### config.mk
export PLATFORM = sky130hd
export DESIGN_NAME = tsrc_mode_ctrl
export DESIGN_NICKNAME = d
export VERILOG_FILES = /design/src/rtl/tsrc_pkg.sv /design/src/rtl/tsrc_tick.sv /design/src/rtl/tsrc_history.sv /design/src/rtl/tsrc_mode_fsm.sv /design/src/rtl/tsrc_mode_ctrl.sv
export SDC_FILE = /design/constraint.sdc
export NUM_CORES = 1
export LEC_CHECK = 0
export CAP_MARGIN = 10
export CORE_ASPECT_RATIO = 1.2
export CORE_MARGIN = 3
export CORE_UTILIZATION = 50
export DETAILED_ROUTE_END_ITERATION = 8
export PLACE_DENSITY_LB_ADDON = 0.2
export SLEW_MARGIN = 20
export SYNTH_ARGS = -nofsm -noshare
export SYNTH_HDL_FRONTEND = slang
export SYNTH_SLANG_ARGS = --single-unit
### constraint.sdc
create_clock -name clk -period 3.92 [get_ports clk]
set_input_delay 0.392 -clock clk [delete_from_list [all_inputs] [get_ports clk]]
set_output_delay 0.392 -clock clk [all_outputs]
set_load 0.02 [all_outputs]
### src/rtl/tsrc_pkg.sv
package tsrc_pkg;

    typedef enum logic [1:0] {
        MODE_FREE = 2'd0,
        MODE_LOCK = 2'd1,
        MODE_HOLD = 2'd2
    } tsrc_mode_t;

    typedef struct packed {
        logic slave;
        logic ref_ok;
        logic locked;
    } tsrc_in_t;

    // next operating mode from current mode, line status and history flag
    function automatic tsrc_mode_t next_mode(input tsrc_mode_t cur,
                                             input tsrc_in_t  st,
                                             input logic      hist_ok);
        tsrc_mode_t n;
        n = cur;
        if (st.slave) begin
            n = MODE_LOCK;
        end else begin
            unique case (cur)
                MODE_FREE: if (st.ref_ok && st.locked) n = MODE_LOCK;
                MODE_LOCK: if (!st.ref_ok) n = hist_ok ? MODE_HOLD : MODE_FREE;
                MODE_HOLD: if (st.ref_ok && st.locked) n = MODE_LOCK;
                default:   n = MODE_FREE;
            endcase
        end
        return n;
    endfunction

endpackage

### src/rtl/tsrc_tick.sv
module tsrc_tick #(
    parameter int PERIOD = 1000
) (
    input  logic clk,
    input  logic rst,
    output logic tick
);
    localparam int CW = (PERIOD > 1) ? $clog2(PERIOD) : 1;
    localparam logic [CW-1:0] LAST = CW'(PERIOD - 1);

    generate
        if (PERIOD <= 1) begin : g_every
            assign tick = 1'b1;
        end else begin : g_count
            logic [CW-1:0] cnt_q;
            always_ff @(posedge clk) begin
                if (rst)               cnt_q <= '0;
                else if (cnt_q == LAST) cnt_q <= '0;
                else                   cnt_q <= cnt_q + 1'b1;
            end
            assign tick = (cnt_q == LAST);
        end
    endgenerate
endmodule

### src/rtl/tsrc_history.sv
module tsrc_history #(
    parameter int W         = 16,
    parameter int QUAL_N    = 16,
    parameter int AVG_SHIFT = 2
) (
    input  logic         clk,
    input  logic         rst,
    input  logic         tick,
    input  logic         in_lock_mode,
    input  logic         ref_ok,
    input  logic         locked,
    input  logic [W-1:0] sample,
    output logic [W-1:0] avg,
    output logic         avail
);
    localparam int QW = $clog2(QUAL_N + 1);
    localparam logic [QW-1:0] QMAX = QW'(QUAL_N);

    logic [QW-1:0] qcnt_q;
    logic [W-1:0]  avg_q;
    logic          upd, clr;
    logic signed [W:0] diff;
    logic signed [W:0] step;

    assign upd  = tick && in_lock_mode && ref_ok && locked;
    assign clr  = tick && in_lock_mode && !locked;
    assign diff = $signed({1'b0, sample}) - $signed({1'b0, avg_q});
    assign step = diff >>> AVG_SHIFT;

    always_ff @(posedge clk) begin
        if (rst) begin
            qcnt_q <= '0;
            avg_q  <= '0;
        end else if (clr) begin
            qcnt_q <= '0;
        end else if (upd) begin
            if (qcnt_q == '0) avg_q <= sample;
            else              avg_q <= avg_q + step[W-1:0];
            if (qcnt_q != QMAX) qcnt_q <= qcnt_q + 1'b1;
        end
    end

    assign avg   = avg_q;
    assign avail = (qcnt_q == QMAX);
endmodule

### src/rtl/tsrc_mode_fsm.sv
module tsrc_mode_fsm
    import tsrc_pkg::*;
(
    input  logic       clk,
    input  logic       rst,
    input  tsrc_in_t   st,
    input  logic       hist_ok,
    output tsrc_mode_t mode,
    output logic       lol
);
    tsrc_mode_t mode_q;
    logic       lol_q;

    always_ff @(posedge clk) begin
        if (rst) begin
            mode_q <= MODE_FREE;
            lol_q  <= 1'b1;
        end else begin
            mode_q <= next_mode(mode_q, st, hist_ok);
            lol_q  <= !st.locked;
        end
    end

    assign mode = mode_q;
    assign lol  = lol_q;
endmodule

### src/rtl/tsrc_mode_ctrl.sv
module tsrc_mode_ctrl
    import tsrc_pkg::*;
#(
    parameter int          W          = 16,
    parameter int          UPD_PERIOD = 1000,
    parameter int          QUAL_N     = 16,
    parameter int          AVG_SHIFT  = 2,
    parameter logic [15:0] FREE_WORD  = 16'h8000
) (
    input  logic         clk,
    input  logic         rst,
    input  logic         slave_i,
    input  logic         ref_valid_i,
    input  logic         pll_lock_i,
    input  logic [W-1:0] ctrl_word_i,
    output logic [1:0]   mode_o,
    output logic         lol_o,
    output logic         hold_avail_o,
    output logic [W-1:0] freq_word_o
);
    localparam logic [W-1:0] FREE_W = W'(FREE_WORD);

    tsrc_in_t   st;
    tsrc_mode_t mode;
    logic       tick, hist_ok;
    logic [W-1:0] avg;

    assign st = '{slave: slave_i, ref_ok: ref_valid_i, locked: pll_lock_i};

    tsrc_tick #(.PERIOD(UPD_PERIOD)) u_tick (
        .clk (clk),
        .rst (rst),
        .tick(tick)
    );

    tsrc_history #(.W(W), .QUAL_N(QUAL_N), .AVG_SHIFT(AVG_SHIFT)) u_hist (
        .clk         (clk),
        .rst         (rst),
        .tick        (tick),
        .in_lock_mode(mode == MODE_LOCK),
        .ref_ok      (ref_valid_i),
        .locked      (pll_lock_i),
        .sample      (ctrl_word_i),
        .avg         (avg),
        .avail       (hist_ok)
    );

    tsrc_mode_fsm u_fsm (
        .clk    (clk),
        .rst    (rst),
        .st     (st),
        .hist_ok(hist_ok),
        .mode   (mode),
        .lol    (lol_o)
    );

    always_comb begin
        unique case (mode)
            MODE_LOCK: freq_word_o = ctrl_word_i;
            MODE_HOLD: freq_word_o = avg;
            default:   freq_word_o = FREE_W;
        endcase
    end

    assign mode_o       = mode;
    assign hold_avail_o = hist_ok;
endmodule

==> results.txt, run 1 <==
Die Span Y - 91.2 um
CTS tree - yes
setup slack after layout - -77.3 ps
ANT nets after route - 0
skew final - 10.6 ps
Post-Synthesis Cells - 381
DR DRC count - 0
clk buf depth - 2
DR pass1 iterations - 5
placement row count - 30
share of cells above drive strength 1 - 25.2%
ant diodes - 0
max-slew violation count - 0
Worst-Margin Slew - 945 ps
wire per inst - 16.0 um
yosys warns - 0
post-synthesis sequential area ratio - 22.5%
Primary FF master, synth - dfxtp_1
simple-gate share of the synthesized area - 19.8%
final setup fails - 2
Net Count, Synth - 442
port bufs - 40
status - complete, but fails checks
worst path required time - 4120 ps
WHS Path Cells - 1
Mean Syn Cell Area - 7.94 um^2
initial antenna violation count - 0
Post-Route Utilization - 75.9%
GRT Overall Usage - 24.8%
Yosys reg bits - 34
Starting Density - 52.7%
hold-fix buffer count after cts - 0
first-pass GRT wire length - 14200 um
final worst path period share - 102%
critical path fanouts, max - 3
Clock Latency Late Sink - 300 ps
RePlAce Congestion - 0.861
R2R setup slack - -80 ps
Num CTS Buffers - 5
GRT overflow - 0
WS Path Type - reg2reg
Hold Path Class - reg2reg
Final Hold Vio Count - 0
Setup WS pre-CTS - -570 ps
main combinational cell family by area after synthesis - compound AO/OA/AOI/OAI gates
DP Wirelength - 6060 um
fillcell total - 425
Ports - 41
highest-count cells in the layout ignoring fill and taps - buf_4 (78), nor2_1 (41), clkdlybuf4s50_1 (34)
Pleak - 1.84 nW
Pwr per Cell Area - 216 mW/mm^2
peak supply drop - 135 uV
crit path launch type - register
RSZ-0062 raised after global routing - true
most common cell after layout, fill and taps aside - buf_4
failing checks - negative setup slack
die footprint - 0.00703 mm^2
EDFF count, synth - 0
Max-Cap Viols - 0
Synth Cell Area - 0.00303 mm^2
fmax - 250 MHz
post-synthesis mux area share - 0.661%
largest net degree at the start of global routing - 32
Layout area overhead - 43.9%
clock slew at reported path FFs - 80 ps
final wirelength - 9170 um
post-detailed-route via-to-cell ratio - 5.74
ys async rst share - 0%
Synth Area in Compound Gates - 26.4%
Core Box Area - 0.00574 mm^2
Rel. slew slack - 37.0%
CTS Root Buffer Type - clkbuf_8
Post-Synth Adder-Cell Area - 16.8%
DR vias - 3282
H-tree levels - 2
CTS Sinks - 34
Post-Synth XOR/XNOR Area - 8.97%
R2R cell count - 19
Die Wd - 77.0 um
tightest hold margin - 472 ps
critical path data arrival time - 4190 ps
fin crit period - 4000 ps
Distinct cells, synth - 48
Nets - 552
Iter 0 DRT Violations - 202
endpoint class of the critical path - register
vias in the first global route - 3228
[cell type report]
class | count | area (um^2) | area share (%)
Clock inverter | 2 | 12.5 | 0.287
Multi-Input combinational cell | 307 | 2410 | 55.2
Inverter | 25 | 93.8 | 2.15
Tap cell | 80 | 100 | 2.30
Sequential cell | 34 | 682 | 15.7
Clock buffer | 6 | 82.6 | 1.90
Timing Repair Buffer | 118 | 980 | 22.5
[path summary, 6_finish.rpt]
kind                                         startpoint                      end
worst max-delay path                      u_hist.avg[2]           u_hist.avg[15]
worst min-delay path            u_tick.g_count.cnt_q[0]  u_tick.g_count.cnt_q[0]
worst max register to register            u_hist.avg[2]           u_hist.avg[15]
worst min register to register  u_tick.g_count.cnt_q[0]  u_tick.g_count.cnt_q[0]
[power breakdown]
group | switching (mW) | internal, mW | leakage [nW]
Clock | 0.146 | 0.141 | 0.0472
Sequential | 0.00406 | 0.349 | 0.276
Combinational | 0.145 | 0.153 | 1.52
[per-layer routing]
metal	GRT usage [%]	part of all wire (%)
met2	45.1	53
met4	11.6	1.6
met5	0	0
met1	27.2	40
met3	5.06	5.5
[sequential cells by signal, indices dropped and copies added, names as in the netlist]
register and cells:
u_fsm.lol 1, u_fsm.mode 2, u_hist.avg 16, u_hist.qcnt_q 5, u_tick.g_count.cnt_q 10
[metrics by stage]
step                      instance area, um^2  cells  setup TNS, ps  total power [mW]
after global placement                   3990    552          -1610             0.620
after CTS                                4220    567              0             0.921
final                                    4360    572           -120             0.939
after global routing                     4360    572           -387             0.983
after detailed placement                 3990    552          -2090             0.627
after floorplan                          3040    381              0             0.502
[Yosys cell counts, drive strengths merged (4+ instances only)]
master / instances / area (um^2)
a211oi: 22 / 165
a21o: 9 / 67.6
a21oi: 24 / 124
a22oi: 18 / 135
a31oi: 4 / 25.0
and3: 6 / 38.8
clkbuf: 14 / 52.6
dfxtp: 34 / 681
ha: 39 / 488
inv: 25 / 93.8
nand2: 17 / 63.8
nand3: 11 / 55.1
nand4: 4 / 25.0
nor2: 42 / 158
nor2b: 17 / 106
nor3: 6 / 30.0
o21ai: 19 / 98.9
xnor2: 16 / 140
xor2: 15 / 131
[logic make-up after synthesis]
| kind of cell | Yosys count |
|---|---|
| xor+xnor | 31 |
| simple gates | 119 |
| buf+inv | 40 |
| flops | 34 |
| fa+ha+maj | 40 |
| compound gates | 115 |
| mux | 2 |
[critical path: stages, from the launching register on]
cell,delay (ps)
dfxtp_2,340
inv_2,50
ha_4,280
a21o_1,160
a31oi_4,50
o211ai_1,260
buf_4,150
buf_4,100
nand3_2,100
a21boi_2,170
o21a_1,150
o21ai_0,100
a211oi_1,260
ha_1,330
and2_4,190
a31o_2,220
o31a_1,280
o211a_1,230
or3_1,310
a31oi_1,170
[timing repair]
item	4_1_cts	5_1_grt
pin swaps	19	21
setup buffers	7	5
gates resized for setup	19	22
setup endpoints to repair	3	5
endpoints found under the hold margin	0	0
Note: power is estimated with default switching activity, not from simulation.
==> run 2: changes to the inputs <==
Settings changed: CTS_CLUSTER_DIAMETER set to 50.
==> results of run 2 <==
The final DEF is identical to that of run 1; final timing and power are the same.
